<file path="src/rtl/prienc_pkg.sv">
package prienc_pkg;
  localparam int unsigned PRIENC_LINES  = 8;
  localparam int unsigned PRIENC_SLICES = 2;
endpackage

</file>
<file path="src/rtl/prienc_slice.sv">
module prienc_slice #(
  parameter int unsigned LINES = prienc_pkg::PRIENC_LINES,
  localparam int unsigned CW = $clog2(LINES)
) (
  input  logic [LINES-1:0] req_n,
  input  logic             en_n,
  output logic [CW-1:0]    code_n,
  output logic             gs_n,
  output logic             eo_n
);
  logic [CW-1:0] idx;
  logic          any;

  // ascending scan: the last hit is the highest-numbered active line
  always_comb begin
    idx = '0;
    for (int i = 0; i < int'(LINES); i++) begin
      if (!req_n[i]) idx = CW'(i);
    end
  end

  assign any    = ~&req_n;
  assign code_n = (!en_n && any) ? ~idx : '1;
  assign gs_n   = ~(!en_n && any);
  assign eo_n   = ~(!en_n && !any);
endmodule

</file>
<file path="src/rtl/prienc_merge.sv">
module prienc_merge #(
  parameter int unsigned SLICES = prienc_pkg::PRIENC_SLICES,
  parameter int unsigned CW = 3,
  localparam int unsigned SEL_W = $clog2(SLICES)
) (
  input  logic [SLICES-1:0][CW-1:0] slice_code_n,
  input  logic [SLICES-1:0]         slice_gs_n,
  output logic [SEL_W+CW-1:0]       code_n,
  output logic                      gs_n
);
  logic [SEL_W-1:0] sel;
  logic [CW-1:0]    low;

  always_comb begin
    sel = '0;
    for (int s = 0; s < int'(SLICES); s++) begin
      if (!slice_gs_n[s]) sel = SEL_W'(s);
    end
  end

  // idle slices drive all ones, so AND keeps the active slice's code
  always_comb begin
    low = '1;
    for (int s = 0; s < int'(SLICES); s++) low = low & slice_code_n[s];
  end

  assign gs_n   = &slice_gs_n;
  assign code_n = gs_n ? '1 : {~sel, low};
endmodule

</file>
<file path="src/rtl/prienc_cascade.sv">
module prienc_cascade #(
  parameter int unsigned LINES  = prienc_pkg::PRIENC_LINES,
  parameter int unsigned SLICES = prienc_pkg::PRIENC_SLICES,
  localparam int unsigned TOTAL = LINES * SLICES,
  localparam int unsigned OW = $clog2(TOTAL)
) (
  input  logic             clk,
  input  logic             rst,
  input  logic             en_n,
  input  logic [TOTAL-1:0] req_n,
  output logic [OW-1:0]    code_n,
  output logic             grp_n,
  output logic             eo_n
);
  localparam int unsigned CW = $clog2(LINES);

  logic [SLICES:0]             chain_n;
  logic [SLICES-1:0][CW-1:0]   s_code_n;
  logic [SLICES-1:0]           s_gs_n;
  logic [OW-1:0]               m_code_n;
  logic                        m_gs_n;

  assign chain_n[SLICES] = en_n;

  // highest slice sits first in the enable chain
  for (genvar s = 0; s < int'(SLICES); s++) begin : g_slice
    prienc_slice #(.LINES(LINES)) u_slice (
      .req_n  (req_n[s*LINES +: LINES]),
      .en_n   (chain_n[s+1]),
      .code_n (s_code_n[s]),
      .gs_n   (s_gs_n[s]),
      .eo_n   (chain_n[s])
    );
  end

  prienc_merge #(.SLICES(SLICES), .CW(CW)) u_merge (
    .slice_code_n (s_code_n),
    .slice_gs_n   (s_gs_n),
    .code_n       (m_code_n),
    .gs_n         (m_gs_n)
  );

  always_ff @(posedge clk) begin
    if (rst) begin
      code_n <= '1;
      grp_n  <= 1'b1;
      eo_n   <= 1'b1;
    end else begin
      code_n <= m_code_n;
      grp_n  <= m_gs_n;
      eo_n   <= chain_n[0];
    end
  end
endmodule

</file>
<file path="config.mk">
export PLATFORM = sky130hd
export DESIGN_NAME = prienc_cascade
export DESIGN_NICKNAME = d
export VERILOG_FILES = /design/src/rtl/prienc_pkg.sv /design/src/rtl/prienc_slice.sv /design/src/rtl/prienc_merge.sv /design/src/rtl/prienc_cascade.sv
export SDC_FILE = /design/constraint.sdc
export NUM_CORES = 1
export LEC_CHECK = 0
export ABC_AREA = 1
export BUFFER_PORTS_ARGS = -buffer_cell sky130_fd_sc_hd__buf_2
export CAP_MARGIN = 20
export CORE_AREA = 3 3 40 42
export CTS_CLUSTER_DIAMETER = 30
export DETAILED_ROUTE_END_ITERATION = 10
export DIE_AREA = 0 0 43 45
export PLACE_DENSITY = 0.56
export SETUP_SLACK_MARGIN = 0.02
export SYNTH_ARGS = -nofsm -noshare
export SYNTH_HDL_FRONTEND = slang
export SYNTH_SLANG_ARGS = --single-unit
</file>
<file path="constraint.sdc">
create_clock -name clk -period 1.35 [get_ports clk]
set_input_delay 0.27 -clock clk [delete_from_list [all_inputs] [get_ports clk]]
set_output_delay 0.27 -clock clk [all_outputs]
set_load 0.05 [all_outputs]
</file>
# --- Yosys cells after proc, flatten, opt, wreduce, memory -nomap -nowiden ---
# Cells that the tools add are included.
op_classes:
  muxes: 16
  bitwise_logic: 6
  reduce_logical: 11
ops:
  columns: ["op", "count"]
  rows:
  - ["3-bit two-way mux", 14]
  - ["8-bit AND reduction", 2]
  - ["3-bit NOT", 2]
  - ["1-bit logical AND", 4]
  - ["3-bit AND", 1]
  - ["1-bit zero test", 3]
  - ["1-bit NOT", 3]
  - ["1-bit two-way mux", 2]
  - ["2-bit AND reduction", 1]
  - ["2-bit OR reduction", 1]
word_totals:
  ff_bits: 6
  in_bits: 19
  output_inout_bits: 6
  wordCells: 36

# --- Logic depth before layout (Yosys ltp) ---
logic_depth:
  word_depth: 10
  depth_mapped: 10
  ltp_nobuf: 10

# --- Cells and area by module ---
# A second synthesis with hierarchy kept.
hier_totals:
  hier_cells: 70
  area_unflattened_um2: 410.4
modules_own_cells:
  columns: ["module", "instances", "cells_per_inst", "area_each_um2", "seq_area_each_um2"]
  rows:
  - ["prienc_slice", 2, 21, 102.6, 0.0]
  - ["prienc_cascade", 1, 19, 168.9, 120.1]
  - ["prienc_merge", 1, 9, 36.3, 0.0]

# --- Worst setup path before layout ---
# Ideal clock, no wire load.
synth_timing:
  path_kind: "input to register"
  start: "input port req_n[13]"
  end: "register code_n[0]"
  setup_ns: 0.117
  t_arrival_ns: 0.917
  required_time_ns: 1.233
  slack_ns: 0.316
  stages: 6
  n_path_buf: 0
  path_cell_list: "nand2_2 nor2_8 a21oi_1 nor2_2 nor2_2 nand2_1"
synth_between:
  elab_chain_cells: 6
  word_cells_on_any_way: 16
  classes_between: "5 x mux; 4 x bitwise; 7 x reduce/logical"
synth_rtl:
  columns: ["element", "line", "rtl"]
  rows:
  - ["start: declaration", "prienc_cascade.sv:10", "input logic [TOTAL-1:0] req_n,"]
  - ["3-bit two-way mux or 8-bit AND reduction (tied branches)", "prienc_slice.sv:18, prienc_slice.sv:22", null]
  - ["3-bit two-way mux (tied with other cells)", "prienc_slice.sv:18", "if (!req_n[i]) idx = CW'(i);"]
  - ["3-bit two-way mux or 1-bit logical AND (tied branches)", "prienc_slice.sv:18, prienc_slice.sv:23, prienc_slice.sv:24", null]
  - ["3-bit NOT or 1-bit NOT (tied branches)", "prienc_slice.sv:23, prienc_slice.sv:24", null]
  - ["3-bit two-way mux or 2-bit AND reduction (tied branches)", "prienc_slice.sv:23, prienc_merge.sv:27", null]
  - ["3-bit AND or 2-bit OR reduction (tied branches)", null, null]
  - ["end signal: assignment", "prienc_cascade.sv:49", "code_n <= m_code_n;"]
  - ["end: declaration", "prienc_cascade.sv:11", "output logic [OW-1:0] code_n,"]
# Parallel ways exist; a longest one is shown, timed or not.
# A chain may end at the register's enable or synchronous reset.

# --- Final worst setup path ---
layout_timing:
  start: "register code_n[1]"
  end: "output port code_n[1]"
# No word-level cell between the ends.

==> results.py <==
metrics = {
    "status": {
        "status": "finished, final reports clean",
    },
    "floorplanning": {
        "die_area_um2": 1940,
        "start_util_pct": 29.0,
        "dieHeight_um": 45,
        "io_pins": 25,
        "chipWidth_um": 43,
        "core_um2": 1280,
        "row_count": 13,
    },
    "setup_path": {
        "crit_required_ns": 1.08,
        "slowest_stage": "dfxtp_1",
        "start_kind": "flop",
        "max_stage_delay_ns": 0.30,
        "crit_family": "flip-flops",
        "critical_path.cell_chain": "buf_2",
        "worstPathMaxFanout": 1,
        "critical_path_class": "reg2out",
        "path_buf_inv": 1,
        "arrival_ns": 0.79,
        "cp-end-kind": "output pin",
    },
    "sta": {
        "slew_headroom_pct": 78.1,
        "worst_pin_slew_ns": 0.329,
        "maxSlewViolCount": 0,
        "timing.final.hold_violations": 0,
        "period_minus_slack_ns": 1.06,
        "final.setup.tns_ns": 0,
        "rsz0062_at_grt": "false",
        "setup-violations-final": 0,
        "finalCritPeriodShare_pct": 78.2,
        "clock.fmax_mhz": 948,
    },
    "placed_design": {
        "port_buffers": 24,
        "dp_hpwl_um": 669,
        "gp_congestion": 0.719,
    },
    "synthesis": {
        "ys_seq_elements": 6,
        "synth.distinct_cells": 13,
        "syn_area_per_cell_um2": 6.90,
        "synth_nets": 73,
        "synthSimpleGateAreaFrac_pct": 56.0,
        "yosys.area_share.adder_pct": 0,
        "yosysSeqAreaShare_pct": 32.2,
        "synth_mux_area_share_pct": 0,
        "synth-compound-area-share_pct": 6.71,
        "ys_warn_count": 0,
        "syn-cell-area_um2": 373,
        "synth_xor_area_share_pct": 0,
        "synthCells": 54,
        "synth_top_family_by_area": "simple AND/OR/NAND/NOR gates",
    },
    "drt": {
        "routed-wl-met2_um": 375,
        "drtIter0Drc": 6,
        "antenna_left": 0,
        "highest_layer": "met3",
        "post-route-drc-count": 0,
        "drt_wl_total_um": 752,
        "wl_met1_um": 303,
        "num_vias": 399,
        "route.met3.wl_um": 73,
        "first_pass_iters": 3,
        "via_per_inst": 4.16,
        "wire_per_inst_um": 7.83,
    },
    "clock_tree": {
        "cts_resized": 0,
        "tritoncts": "yes",
        "cts_setup_buffers": 0,
        "root_buffer": "clkbuf_4",
        "numCtsBuffers": 3,
        "clockBufferDepth": 2,
        "numClockSinks": 6,
        "clk_pin_slew_ns": 0.04,
        "cts_hold_buf": 0,
        "htreeDepth": 1,
    },
    "grt": {
        "grt_pass1_wl_mm": 1.41,
        "grt_overflow": 0,
        "track_usage_pct": 9.99,
        "grt_max_degree": 5,
        "antenna_found_initial": 0,
        "grt_pass1_vias": 383,
    },
    "run": {
        "maxCapViolations": 0,
    },
    "power_and_ir_drop": {
        "power.leakage_nw": 0.279,
        "p_total_mw": 0.457,
        "vdd_drop_max_uv": 217,
        "power.density_nw_per_um2": 855,
    },
    "finish": {
        "antenna_cells": 0,
        "final_layout_size_suffix_gt1_share_pct": 44.4,
        "nets": 102,
        "syn_to_final_growth_pct": 43.3,
    },
    "min_path": {
        "hp-class": "in2reg",
    },
}
-- per-stage QoR --
step | instances | utilization, % | hold WS (ns) | setup slack, ns | cell area [um^2]
floorplan | 54 | - | 0.368 | 0.316 | 373
global placement | 93 | 39.8 | 0.499 | 0.132 | 512
detailed placement | 93 | 39.8 | 0.494 | 0.0910 | 512
CTS | 96 | 41.6 | 0.241 | 0.275 | 534
global route | 96 | 41.6 | 0.260 | 0.242 | 534
finish | 96 | 41.6 | 0.247 | 0.295 | 534
-- routing by layer --
layer / GRT usage (%) / vias to the layer above
met5: 0 / -
met4: 7.23 / 0
met3: 4.78 / 0
met2: 15.9 / 16
met1: 10.4 / 158
li1: - / 225
-- state kept, by name, indices dropped and copies added (netlist names) --
| name | count |
|---|---|
| eo_n | 1 |
| code_n | 4 |
| grp_n | 1 |
-- report_power, final --
| group | leakage, nW | internal, mW | switching (mW) |
|---|---|---|---|
| clock network | 0.0138 | 0.100 | 0.0587 |
| registers | 0.0496 | 0.185 | 0.00119 |
| logic | 0.215 | 0.0404 | 0.0713 |
-- cells by family (layout without fill, tap and decap cells) --
| family | after synthesis | in the layout |
|---|---|---|
| buffers and inverters | 5 | 32 |
| DFF | 6 | 6 |
| AOI/OAI and AO/OA | 5 | 5 |
| and+or+nand+nor | 38 | 38 |
-- path summary, 6_finish.rpt --
| kind | from | endpoint | slack [ns] | cells past startpoint |
|---|---|---|---|---|
| worst min-delay path | rst | grp_n | 0.25 | 3 |
| worst max-delay path | code_n[1] | code_n[1] | 0.29 | 1 |
-- cell usage in the layout (no fill, tap or decap) --
cell / Yosys / layout
nand3b_1: 1 / 1
nand2_2: 3 / 3
nor2_8: 1 / 1
nand3_4: 1 / 1
nor2_4: 2 / 2
clkbuf_4: 0 / 3
o21ai_0: 2 / 2
buf_2: 0 / 24
nor2_2: 2 / 2
dfxtp_1: 6 / 6
a21oi_1: 3 / 3
nand4_1: 2 / 2
nand2_1: 25 / 25
inv_1: 5 / 5
nor2_1: 1 / 1
-- cells in the mapped netlist (all sizes together) --
library cell | instances | area share (%)
o21ai | 2 | 2.7
a21oi | 3 | 4.0
inv | 5 | 5.0
nand3b | 1 | 2.0
nor2 | 6 | 16
dfxtp | 6 | 32
nand4 | 2 | 3.4
nand2 | 28 | 30
nand3 | 1 | 4.7
-- final cells by class --
type | count | area [um^2]
fillers | 150 | 751
multi-input cells | 43 | 234
flip-flops and latches | 6 | 120
repair buffers | 24 | 120
clock buffers | 3 | 22.5
inverters | 5 | 18.8
well taps | 15 | 18.8
(Power assumes the default switching activity.)
